==> config.mk <==
export PLATFORM = sky130hd
export DESIGN_NAME = opstack
export DESIGN_NICKNAME = d
export VERILOG_FILES = /design/src/rtl/opstack.sv
export SDC_FILE = /design/constraint.sdc
export NUM_CORES = 1
export LEC_CHECK = 0
export BUFFER_PORTS_ARGS = -buffer_cell sky130_fd_sc_hd__buf_2
export CORE_ASPECT_RATIO = 1.25
export CORE_UTILIZATION = 40
export CTS_CLUSTER_DIAMETER = 150
export DETAILED_ROUTE_END_ITERATION = 10
export GPL_ROUTABILITY_DRIVEN = 1
export PLACE_DENSITY = 0.54
export SYNTH_ARGS = -nofsm -noshare
export SYNTH_HDL_FRONTEND = slang
export SYNTH_SLANG_ARGS = --single-unit
==> constraint.sdc <==
create_clock -name clk -period 11.6 [get_ports clk]
set_clock_uncertainty 0.05 [all_clocks]
set_input_delay 1.16 -clock clk [delete_from_list [all_inputs] [get_ports clk]]
set_output_delay 1.16 -clock clk [all_outputs]
set_load 0.005 [all_outputs]
==> src/rtl/opstack.sv <==
module opstack #(
  parameter int W = 16,
  parameter int DEPTH = 8,
  localparam int CW = $clog2(DEPTH + 1)
) (
  input  logic          clk,
  input  logic          rst_n,
  input  logic          cmd_valid,
  input  logic [2:0]    cmd_op,
  input  logic [W-1:0]  cmd_data,
  output logic [W-1:0]  top_value,
  output logic [CW+1:0] status
);
  localparam int PW = $clog2(DEPTH);
  localparam logic [2:0] OP_PUSHZ = 3'd1;
  localparam logic [2:0] OP_PUSHD = 3'd2;
  localparam logic [2:0] OP_MUL   = 3'd3;
  localparam logic [2:0] OP_ADDP  = 3'd4;
  localparam logic [2:0] OP_POP   = 3'd5;

  logic [W-1:0]  regs [DEPTH];
  logic [PW-1:0] top;
  logic [CW-1:0] count;
  logic          ovf, unf;

  wire [PW-1:0] top_dn = top - 1'b1;
  wire [PW-1:0] top_up = top + 1'b1;
  wire [W-1:0]  st0 = regs[top];
  wire [W-1:0]  st1 = regs[top_up];
  wire [W-1:0]  prod = st0 * cmd_data;
  wire [W-1:0]  sum = st0 + st1;
  wire          full = (count == CW'(DEPTH));
  wire          has1 = (count != '0);
  wire          has2 = (count > CW'(1));

  always_ff @(posedge clk) begin
    if (!rst_n) begin
      for (int i = 0; i < DEPTH; i++) regs[i] <= '0;
      top   <= '0;
      count <= '0;
      ovf   <= 1'b0;
      unf   <= 1'b0;
    end else if (cmd_valid) begin
      case (cmd_op)
        OP_PUSHZ, OP_PUSHD: begin
          regs[top_dn] <= (cmd_op == OP_PUSHD) ? cmd_data : '0;
          top <= top_dn;
          if (full) ovf <= 1'b1;
          else count <= count + 1'b1;
        end
        OP_MUL: begin
          if (has1) regs[top] <= prod;
          else unf <= 1'b1;
        end
        OP_ADDP: begin
          if (has2) begin
            regs[top_up] <= sum;
            top <= top_up;
            count <= count - 1'b1;
          end else unf <= 1'b1;
        end
        OP_POP: begin
          if (has2) begin
            top <= top_up;
            count <= count - 1'b1;
          end else unf <= 1'b1;
        end
        default: ;
      endcase
    end
  end

  assign top_value = has1 ? st0 : '0;
  assign status = {unf, ovf, count};
endmodule

**Word level (Yosys, flattened, before mapping)**

Memory sizes are Yosys's and may differ from the RTL's. A register that Yosys moved wholly into a read port is not among the register bits.
Cells that the tools add are included.

- Bits in registers: 9
- Bits of input ports: 22
- Memories kept: 1
- Output and inout bits: 22
- Logic and storage cells: 70
- Memory bits (writable): 128

Memories:

| name | words | bits a word | read ports | clocked after Yosys merged registers in | wr ports | RTL line | RTL |
|---|---|---|---|---|---|---|---|
| regs | 8 | 16 | 2 | 1 | 8 | 21 | `logic [W-1:0] regs [DEPTH];` |

- $mul: 1
- Add/sub/neg operators: 5
- Multiplexer cells: 36
- Eq/ne operators: 10
- $lt $le $gt $ge: 1
- Reductions and logical operators: 12

Operator list:

| cell | count |
|---|---|
| 16-bit 2-to-1 mux | 5 |
| 16-bit OR reduction | 3 |
| 1-bit 2-to-1 mux | 20 |
| 3-bit 2-to-1 mux | 6 |
| 16-bit adder | 1 |
| 16-bit by 16-bit multiplier with 16-bit output | 1 |
| 4-bit 2-to-1 mux | 2 |
| 4-bit case mux with 2 select lines | 1 |
| 4-bit AND reduction | 2 |
| 3-bit by 2-bit equality test with 1-bit output (second input constant) | 2 |
| 3-bit equality test (second input constant) | 2 |
| 2-bit inequality test (second input constant) | 3 |
| 3-bit case mux with 2 select lines | 1 |
| 3-bit AND reduction | 2 |
| 4-bit by 1-bit adder with 4-bit output (second input constant) | 1 |
| 4-bit equality test (second input constant) | 1 |
| 4-bit by 1-bit > comparator with 1-bit output (second input constant) | 1 |
| 2-bit nonzero test | 2 |
| 4-bit nonzero test | 1 |
| 2-bit OR reduction | 2 |
| 4-bit by 1-bit subtractor with 4-bit output (second input constant) | 1 |
| 3-bit by 1-bit adder with 3-bit output (second input constant) | 1 |
| 3-bit by 1-bit equality test with 1-bit output (second input constant) | 1 |
| 3-bit by 1-bit subtractor with 3-bit output (second input constant) | 1 |
| 2 further kinds | 2 |

**Logic depth before layout (Yosys ltp)**

Gate-level depths: netlist of the first run.

- Depth in word-level cells: 10
- Depth in mapped cells: 29
- Mapped depth without buffers: 25

**Worst setup path before layout of the first run**

No wires, ideal clock.

- Path type: register to register
- Start point: register (tool-made name)
- End point: memory regs[0][15] (data pin)
- Cell stages (with the launch flop): 26
- Setup time: 0.270 ns
- Buffers on the path: 3
- Clock period less this slack: 7.065 ns
- Data required time: 11.280 ns
- Slack: 4.535 ns
- Data arrival time: 6.745 ns
- Cells stage by stage: dfxtp_1 -> buf_6 -> buf_12 -> buf_12 -> mux4_1 -> mux2_2 -> and2_1 -> fa_1 -> inv_1 -> fa_1 -> inv_1 -> fa_1 -> fa_1 -> inv_1 -> fa_1 -> fa_1 -> xnor2_1 -> xnor2_1 -> xnor2_1 -> xnor2_1 -> xnor3_1 -> xnor3_1 -> xnor2_1 -> xnor2_1 -> a221oi_4 -> nor3b_1

RTL lines:

| what | RTL line |
|---|---|
| end: declaration | 21 |

==> metrics.cfg, run 1 <==
[finish]
finish.utilization_pct=44.5
drive_above_1_share_pct=14.9
instances_no_fill=1536
nNetsFinal=1294
fillers=2893
syn2layout_area_growth_pct=9.60
num_antenna_cells=0

[timing]
rsz0062_at_grt=no
worst_pin_slew_ns=1.30
setup_tns_ns=0
slew_violations=0
fin_crit_sh_pct=72.0
period_needed_ns=8.36
finalHoldViolCount=0
relSlewSlack_pct=13.2
setup_viol=0
maxClockFrequency_ghz=0.120
worst_slack_ns=3.24

[routing]
drtPass1Iterations=8
wl_per_cell_um=22.7
drc=0
postRouteAntennaNets=0
routed_wl_um=34900
vias_per_cell=5.58
num_vias=8568
initialDrtViolationCount=591

[die]
chipWidth_um=158
io_pins=44
die_area_mm2=0.0312
die_h_um=197
placeableCoreArea_mm2=0.0300
initial_core_util_pct=40.6
rows=71

[clock_tree]
path_clk_slew_ns=0.06
clock-sinks=140
cts_setup_buffers=0
cts_tree=yes
cts-buffers-inserted=17
clock-root-buffer=clkbuf_16
cts_resized=0
h-tree-depth=4
clk_latency_ns=0.43
cts_hold_buffers=0
clock_path_buffers=2

[power]
swShare_pct=41.6
pwr-share-comb_pct=61.9
clockPowerShare_pct=18.5
p_leak_nw=5.36
power_frac_seq_pct=19.7
powerDensity_mw_per_mm2=229
power.switching_w=0.00128
fin_total_pwr_w=0.00307
peakVddDrop_v=0.000157
internal-power_w=0.00179

[critical_path]
start_kind=flip-flop
path_delay_family=adder cells
worst_path_max_delay_cell=a222oi_1
crit_path_max_fanout=32
max_stage_delay_ns=0.95
worst-endpoint-arrival_ns=8.43
cp_cell_sequence=buf_4, mux4_1, mux2i_1, and2b_1, fa_1, inv_1, fa_1, fa_1, fa_1, inv_1, fa_1, inv_1, fa_1, inv_1, ha_1, and2_1, a22o_1, a31oi_1, o311ai_0, a222oi_1, a21oi_1
path_class=flip-flop to flip-flop
cp_data_required_time_ns=11.68
cp-end-kind=flip-flop
critPathBufInv=5
cpMostUsedCell=fa_1

[yosys]
avgSynthCellArea_um2=11.0
ys_types=65
seq_area_frac_synth_pct=33.5
synth_area_mm2=0.0122
synth_edf_count=128
synth_warnings=0
synthFlopType=edfxtp_1
synthCells=1105
synthArstFlopShare_pct=0
ys_ff_latch=140
syn_nets=1277

[global_route]
grt_pass1_wl_um=53500
grt_overflow=0
antenna_found_initial=0
grt_max_degree=33
grt_pass1_vias=9128
track_usage_pct=23.7

[min_path]
hold_path_class=flip-flop to flip-flop

[placed_design]
dp.cells=1504
post-place-ws_ns=3.24
portBuffers=43
place_congestion=0.844
hpwl_um=24200

[run]
cap_violations=0

[run_status]
status=finished, final reports clean

[cell usage after synthesis, types with 4 or more instances]
master    instances  area [um^2]
dfxtp_1          12          240
and2_1           49          307
nor3_1            4         20.0
clkbuf_1         46          173
a222oi_1          8         80.1
or3_1             4         25.0
xor2_1            8         70.1
a221oi_1          5         43.8
edfxtp_1        128         3840
ha_1             69          863
nand2b_1          7         43.8
nand3_1           4         20.0
a21o_1            8         60.1
mux4_2           46         1040
nor2b_1          35          219
o21ai_0          18         90.1
mux2i_1           8         80.1
buf_1             5         18.8
inv_1           134          503
o21a_1            4         30.0
nor2_1          123          462
fa_1             81         1620
a21boi_0          5         37.5
nor3b_1           9         67.6
nand2_1          90          338
mux4_1           18          473
a21oi_1          50          250
xnor2_1          46          403
mux2_2           24          270
[per-layer routing]
layer | wire [um] | vias to the layer above | global-route usage, % | part of all wire, %
met3 | 1470 | 60 | 2.26 | 4.2
met1 | 13900 | 4399 | 28.1 | 40
met5 | 0 | - | 0 | 0
met4 | 1120 | 0 | 9.08 | 3.2
li1 | - | 3853 | - | -
met2 | 18400 | 256 | 43.7 | 53
[sequential cells by signal (all words and copies together), names as in the netlist, named ones only]
register  count
regs        128
unf           1
count         4
top           3
ovf           1
[cell families after synthesis]
family          synth area share [%]
simple gates                    13.2
buf+inv                         6.45
fa+ha+maj                       20.4
flops                           33.5
compound gates                  6.92
mux                             15.4
xor+xnor                        4.25
[power groups by stage]
stage | Clock [W] | Combinational, W | Sequential, W
2_1_floorplan | 0 | 0.00145 | 0.000602
3_3_place_gp | 0 | 0.00189 | 0.000611
3_5_place_dp | 0 | 0.00190 | 0.000613
4_1_cts | 0.000571 | 0.00192 | 0.000603
5_1_grt | 0.000591 | 0.00210 | 0.000607
6_report | 0.000567 | 0.00190 | 0.000603
[placed cells by master (no fill, tap or decap), types with 8 or more instances in the layout]
cell type / n
buf_2: 43
nand2_1: 90
a21oi_1: 50
clkbuf_16: 17
inv_1: 134
edfxtp_1: 128
nor2b_1: 35
buf_4: 15
nor3b_1: 9
ha_1: 68
a21o_1: 8
mux2i_1: 8
mux4_2: 46
fa_1: 81
mux2_2: 24
xnor2_1: 46
and2_1: 49
mux4_1: 18
dfxtp_1: 10
a222oi_1: 8
o21ai_0: 18
nor2_1: 123
[worst paths after layout]
path                                    end  slack (ns)        startpoint  cells after the start
setup reg to reg  regs[4][14]$_SDFFCE_PN0P_        3.24         flip-flop                     21
setup / recovery  regs[4][14]$_SDFFCE_PN0P_        3.24         flip-flop                     21
hold reg to reg            unf$_SDFFE_PN0P_        0.41  unf$_SDFFE_PN0P_                      1
hold / removal             unf$_SDFFE_PN0P_        0.41  unf$_SDFFE_PN0P_                      1
[area by class of cell]
type	count	area (um^2)	share of cell area, %
timing repair buffer	58	328	2.45
inverter	134	503	3.76
multi-input combinational	771	7350	54.9
clock inverter	12	171	1.28
clock buffer	20	437	3.27
sequential	140	4090	30.6
tap	401	502	3.75
[worst register-to-register path, cell delays in order (launching register included)]
cell and delay, ns:
dfxtp_2 0.31, buf_4 0.50, mux4_1 0.65, mux2i_1 0.71, and2b_1 0.29, fa_1 0.55
inv_1 0.05, fa_1 0.47, fa_1 0.50, fa_1 0.56, inv_1 0.05, fa_1 0.47
inv_1 0.06, fa_1 0.47, inv_1 0.04, ha_1 0.33, and2_1 0.19, a22o_1 0.21
a31oi_1 0.23, o311ai_0 0.21, a222oi_1 0.95, a21oi_1 0.20
[per-stage QoR]
stage | hold WS [ns] | area [um^2]
after floorplan | 0.392 | 12200
after global placement | 0.391 | 12800
after detailed placement | 0.400 | 12800
after CTS | 0.414 | 13400
after global routing | 0.428 | 13400
final | 0.407 | 13400
Power figures use the tool's default switching activity.
==> run 2: changes to the inputs <==
clock period = 7.8 ns   (was 11.6 ns; I/O delays follow)
==> metrics.cfg, run 2 (synthesis results as in run 1) <==
[die]
rows=71  ; unchanged
placeableCoreArea_mm2=0.0300  ; unchanged
chipWidth_um=158  ; unchanged
die_area_mm2=0.0312  ; unchanged
initial_core_util_pct=40.6  ; unchanged
io_pins=44  ; unchanged
die_h_um=197  ; unchanged

[power]
power.switching_w=0.00197  ; was 0.00128 W
swShare_pct=43.4  ; was 41.6%
power_frac_seq_pct=19.8  ; was 19.7%
powerDensity_mw_per_mm2=337  ; was 229 mW/mm^2
clockPowerShare_pct=16.1  ; was 18.5%
internal-power_w=0.00256  ; was 0.00179 W
pwr-share-comb_pct=64.1  ; was 61.9%
p_leak_nw=5.41  ; was 5.36 nW
fin_total_pwr_w=0.00453  ; was 0.00307 W
peakVddDrop_v=0.000293  ; was 0.000157 V

[critical_path]
cp_data_required_time_ns=7.88  ; was 11.68 ns
r2r_end=regs[7][15]$_SDFFCE_PN0P_  ; was regs[4][14]$_SDFFCE_PN0P_
crit_path_max_fanout=32  ; unchanged
cp_cell_sequence=buf_12, mux4_1, mux2_2, and2_1, fa_1, inv_1, fa_1, inv_1, fa_1, fa_1, inv_1, fa_1, fa_1, xnor2_1, xnor2_1, xnor2_1, xnor2_1, xnor3_1, xnor3_1, xnor2_1, xnor2_1, a221oi_4, buf_4, nor3b_1  ; was buf_4, mux4_1, mux2i_1, and2b_1, fa_1, inv_1, fa_1, fa_1, fa_1, inv_1, fa_1, inv_1, fa_1, inv_1, ha_1, and2_1, a22o_1, a31oi_1, o311ai_0, a222oi_1, a21oi_1
cp.depth=24  ; was 21
path_class=flip-flop to flip-flop  ; unchanged
max_stage_delay_ns=0.59  ; was 0.95 ns
cp-end-kind=flip-flop  ; unchanged
rr_worst_depth=24  ; was 21
critPathBufInv=5  ; unchanged
worst_path_max_delay_cell=mux4_1  ; was a222oi_1
start_kind=flip-flop  ; unchanged
worst-endpoint-arrival_ns=7.50  ; was 8.43 ns
path_delay_family=adder cells  ; unchanged
r2r_slack_ns=0.38  ; was 3.24 ns

[timing]
hold_ws_ns=0.435  ; was 0.407 ns
finalHoldViolCount=0  ; unchanged
fin_crit_sh_pct=95.2  ; was 72.0%
rsz0062_at_grt=no  ; unchanged
slew_violations=0  ; unchanged
worst_slack_ns=0.376  ; was 3.24 ns
setup_viol=0  ; unchanged
maxClockFrequency_ghz=0.135  ; was 0.120 GHz
setup_tns_ns=0  ; unchanged
relSlewSlack_pct=20.6  ; was 13.2%
period_needed_ns=7.42  ; was 8.36 ns
worst_pin_slew_ns=1.19  ; was 1.30 ns

[min_path]
hp-start=unf$_SDFFE_PN0P_  ; unchanged
hold_depth=1  ; unchanged
whs_endpoint=unf$_SDFFE_PN0P_  ; unchanged
hold_path_class=flip-flop to flip-flop  ; unchanged

[finish]
final_cell_mix=inv_1 (134), edfxtp_1 (128), nor2_1 (123)  ; unchanged
fillers=2905  ; was 2893
num_antenna_cells=0  ; unchanged
regMostFlops=regs  ; unchanged
drive_above_1_share_pct=16.5  ; was 14.9%
reg_top3=regs x128, count x4, top x3  ; unchanged
final_common_cell=inv_1  ; unchanged
nNetsFinal=1312  ; was 1294
largest_reg_flops=128  ; unchanged
multi_input_area_mm2=0.00735  ; unchanged
syn2layout_area_growth_pct=10.2  ; was 9.60%
ff_latch_area_mm2=0.00409  ; unchanged
finish.utilization_pct=44.8  ; was 44.5%

[routing]
drc=0  ; unchanged
drtPass1Iterations=5  ; was 8
wl_per_cell_um=22.9  ; was 22.7 um
num_vias=8660  ; was 8568
postRouteAntennaNets=0  ; unchanged
vias_per_cell=5.57  ; was 5.58
initialDrtViolationCount=565  ; was 591
routed_wl_um=35500  ; was 34900 um

[clock_tree]
path_clk_slew_ns=0.06  ; about the same
clock-sinks=140  ; unchanged
cts-buffers-inserted=17  ; unchanged
clock_path_buffers=2  ; unchanged
cts_resized=0  ; unchanged
cts_tree=yes  ; unchanged
clk_latency_ns=0.42  ; was 0.43 ns
h-tree-depth=4  ; unchanged
clock-root-buffer=clkbuf_16  ; unchanged

[global_route]
grt_pass1_wl_um=53800  ; was 53500 um
grt_pass1_vias=8880  ; was 9128
grt_overflow=0  ; unchanged
antenna_found_initial=0  ; unchanged
track_usage_pct=23.9  ; was 23.7%
grt_max_degree=33  ; unchanged

[run]
cap_violations=0  ; unchanged

[run_status]
status=finished, final reports clean  ; unchanged

[placed_design]
place_congestion=0.798  ; was 0.844
portBuffers=43  ; unchanged
post-place-ws_ns=0.313  ; was 3.24 ns
hpwl_um=24800  ; was 24200 um

run 2: final cells by class:
class	count	area share [%]
clock inverters	14	0.726
clock buffers	18	3.19
repair buffers	76	3.63
flip-flops and latches	140	30.4
well taps	401	3.73
inverters	134	3.74
multi-input cells	771	54.6
run 2: what timing repair did:
action                                  in CTS  in global routing
endpoints found under the setup margin       0                  1
hold endpoints to repair                     0                  0
hold buffers                                 0                  0
setup buffers                                0                  1
run 2: how the worst max path moves through the flow:
stage	end	slack [ns]
2_1_floorplan	regs[0][15]$_SDFFCE_PN0P_	0.74
3_5_place_dp	regs[7][15]$_SDFFCE_PN0P_	0.31
5_1_grt	regs[7][15]$_SDFFCE_PN0P_	0.04
6_report	regs[7][15]$_SDFFCE_PN0P_	0.38
3_3_place_gp	regs[7][15]$_SDFFCE_PN0P_	0.42
4_1_cts	regs[7][15]$_SDFFCE_PN0P_	0.31
run 2: power by group through the flow:
stage / Clock, W / Combinational (W) / Sequential (W)
after global routing: 0.000763 / 0.00323 / 0.000903
after floorplan: 0 / 0.00216 / 0.000896
after global placement: 0 / 0.00288 / 0.000911
after detailed placement: 0 / 0.00290 / 0.000913
final: 0.000728 / 0.00290 / 0.000897
after CTS: 0.000735 / 0.00292 / 0.000897
run 2: per-layer routing:
layer	track usage, %	vias to the layer above	share of wire, %	wire length [um]
met5	0	-	0	0
met4	8.69	0	2.8	984
met3	2.63	52	4.6	1640
met2	42.9	258	52	18600
met1	29.3	4459	40	14400
li1	-	3891	-	-
run 2: per-stage QoR:
stage / std cells / instance area [um^2]
6_report: 1554 / 13500
5_1_grt: 1554 / 13500
4_1_cts: 1552 / 13400
3_5_place_dp: 1520 / 12900
3_3_place_gp: 1520 / 12900
2_1_floorplan: 1105 / 12200
==> run 3: changes to the inputs <==
PLACE_DENSITY = unset   (was 0.54)
==> metrics.cfg, run 3 (synthesis results as in run 1) <==
[clock_tree]
clock-sinks=140  ; unchanged
clock_path_buffers=2  ; unchanged
cts-buffers-inserted=17  ; unchanged
h-tree-depth=4  ; unchanged
path_clk_slew_ns=0.06  ; about the same
clk_latency_ns=0.43  ; was 0.42 ns
clock-root-buffer=clkbuf_16  ; unchanged
cts_hold_buffers=0  ; unchanged
cts_tree=yes  ; unchanged
cts_setup_buffers=0  ; unchanged
cts_resized=0  ; unchanged

[die]
placeableCoreArea_mm2=0.0300  ; unchanged
die_area_mm2=0.0312  ; unchanged
rows=71  ; unchanged
initial_core_util_pct=40.6  ; unchanged
die_h_um=197  ; unchanged
chipWidth_um=158  ; unchanged
io_pins=44  ; unchanged

[finish]
num_antenna_cells=0  ; unchanged
final_common_cell=inv_1  ; unchanged
largest_reg_flops=128  ; unchanged
regMostFlops=regs  ; unchanged
nNetsFinal=1312  ; unchanged
drive_above_1_share_pct=16.4  ; was 16.5%
final_cell_mix=inv_1 (134), edfxtp_1 (128), nor2_1 (123)  ; unchanged
syn2layout_area_growth_pct=10.8  ; was 10.2%
finish.utilization_pct=45.0  ; was 44.8%
instances_no_fill=1554  ; unchanged
reg_top3=regs x128, count x4, top x3  ; unchanged

[run]
cap_violations=0  ; unchanged

[routing]
num_vias=8702  ; was 8660
vias_per_cell=5.60  ; was 5.57
drtPass1Iterations=5  ; unchanged
postRouteAntennaNets=0  ; unchanged
drc=0  ; unchanged
wl_per_cell_um=21.9  ; was 22.9 um
routed_wl_um=34100  ; was 35500 um
initialDrtViolationCount=659  ; was 565

[timing]
maxClockFrequency_ghz=0.136  ; was 0.135 GHz
setup_viol=0  ; unchanged
fin_crit_sh_pct=94.2  ; was 95.2%
setup_tns_ns=0  ; unchanged
finalHoldViolCount=0  ; unchanged
worst_pin_slew_ns=1.30  ; was 1.19 ns
period_needed_ns=7.35  ; was 7.42 ns
rsz0062_at_grt=no  ; unchanged
slew_violations=0  ; unchanged
worst_slack_ns=0.451  ; was 0.376 ns
relSlewSlack_pct=13.2  ; was 20.6%

[power]
p_leak_nw=5.43  ; was 5.41 nW
fin_total_pwr_w=0.00455  ; was 0.00453 W
peakVddDrop_v=0.000321  ; was 0.000293 V
powerDensity_mw_per_mm2=337  ; about the same

[global_route]
grt_pass1_wl_um=52700  ; was 53800 um
grt_max_degree=42  ; was 33
track_usage_pct=23.2  ; was 23.9%
grt_overflow=0  ; unchanged
grt_pass1_vias=9082  ; was 8880
antenna_found_initial=0  ; unchanged

[critical_path]
worst-endpoint-arrival_ns=7.43  ; was 7.50 ns
rr_worst_depth=23  ; was 24
cp-endpoint=regs[0][15]$_SDFFCE_PN0P_  ; was regs[7][15]$_SDFFCE_PN0P_
start_kind=flip-flop  ; unchanged
r2r_slack_ns=0.45  ; was 0.38 ns
cp_data_required_time_ns=7.89  ; was 7.88 ns
cp-end-kind=flip-flop  ; unchanged
r2r_end=regs[0][15]$_SDFFCE_PN0P_  ; was regs[7][15]$_SDFFCE_PN0P_
crit_path_max_fanout=13  ; was 32
path_class=flip-flop to flip-flop  ; unchanged

[min_path]
hold_path_class=flip-flop to flip-flop  ; unchanged

[placed_design]
post-place-ws_ns=0.440  ; was 0.313 ns
place_congestion=0.861  ; was 0.798
dp.cells=1521  ; was 1520
hpwl_um=24100  ; was 24800 um
portBuffers=43  ; unchanged

[run_status]
status=finished, final reports clean  ; unchanged

==> run 3: cell count changes in the layout (fill, tap and decap cells not counted) <==
cell        change
clkinv_2        -4
buf_12          +2
buf_4           -2
bufinv_16       +2
buf_2           +1
clkbuf_1        +1
clkbuf_4        -1
clkinv_4        +1
clkinvlp_4      +1
inv_6           -1
==> run 3: layer usage <==
metal,wire [um],vias to the layer above,GRT usage [%]
met1,13300,4419,27.5
met3,1770,71,3.09
li1,-,3894,-
met4,1340,0,10.5
met5,0,-,0
met2,17600,318,41.5
==> run 3: worst min-delay path by stage <==
| stage | from | end | depth (start not counted) |
|---|---|---|---|
| 2_1_floorplan | unf$_SDFFE_PN0P_ | unf$_SDFFE_PN0P_ | 1 |
| 3_3_place_gp | unf$_SDFFE_PN0P_ | unf$_SDFFE_PN0P_ | 1 |
| 3_5_place_dp | unf$_SDFFE_PN0P_ | unf$_SDFFE_PN0P_ | 1 |
| 4_1_cts | unf$_SDFFE_PN0P_ | unf$_SDFFE_PN0P_ | 1 |
| 5_1_grt | unf$_SDFFE_PN0P_ | unf$_SDFFE_PN0P_ | 1 |
| 6_report | unf$_SDFFE_PN0P_ | unf$_SDFFE_PN0P_ | 1 |
==> run 3: final cells by class <==
type                       instances  area (um^2)
tap                              401          502
sequential                       140         4090
timing repair buffer              76          510
multi-input combinational        771         7350
inverter                         134          503
clock buffer                      19          433
fill                            2859        16500
clock inverter                    13          145
==> run 3: power breakdown <==
group          leakage, nW  switching [W]  internal [W]
sequential            1.43      0.0000265      0.000868
combinational         3.74        0.00157       0.00129
clock                0.263       0.000324      0.000472
==> run 3: through the flow <==
| stage | hold slack (ns) | cell area (um^2) |
|---|---|---|
| 2_1_floorplan | 0.392 | 12200 |
| 3_3_place_gp | 0.427 | 12900 |
| 3_5_place_dp | 0.426 | 12900 |
| 4_1_cts | 0.452 | 13500 |
| 5_1_grt | 0.479 | 13500 |
| 6_report | 0.436 | 13500 |
==> run 3: worst max-delay path, stage by stage, from the launching register on <==
cell and delay (ns):
dfxtp_2 0.45, buf_12 0.19, buf_12 0.15, mux4_2 0.49, mux2_2 0.43, nand2_1 0.14
fa_1 0.44, fa_1 0.51, inv_1 0.05, fa_1 0.49, fa_1 0.49, inv_1 0.05
fa_1 0.44, fa_1 0.39, xnor2_1 0.18, xnor2_1 0.16, xnor2_1 0.16, xnor2_1 0.16
xnor3_1 0.42, xnor3_1 0.37, xnor2_1 0.19, xnor2_1 0.13, a221oi_4 0.42, nor3b_1 0.09
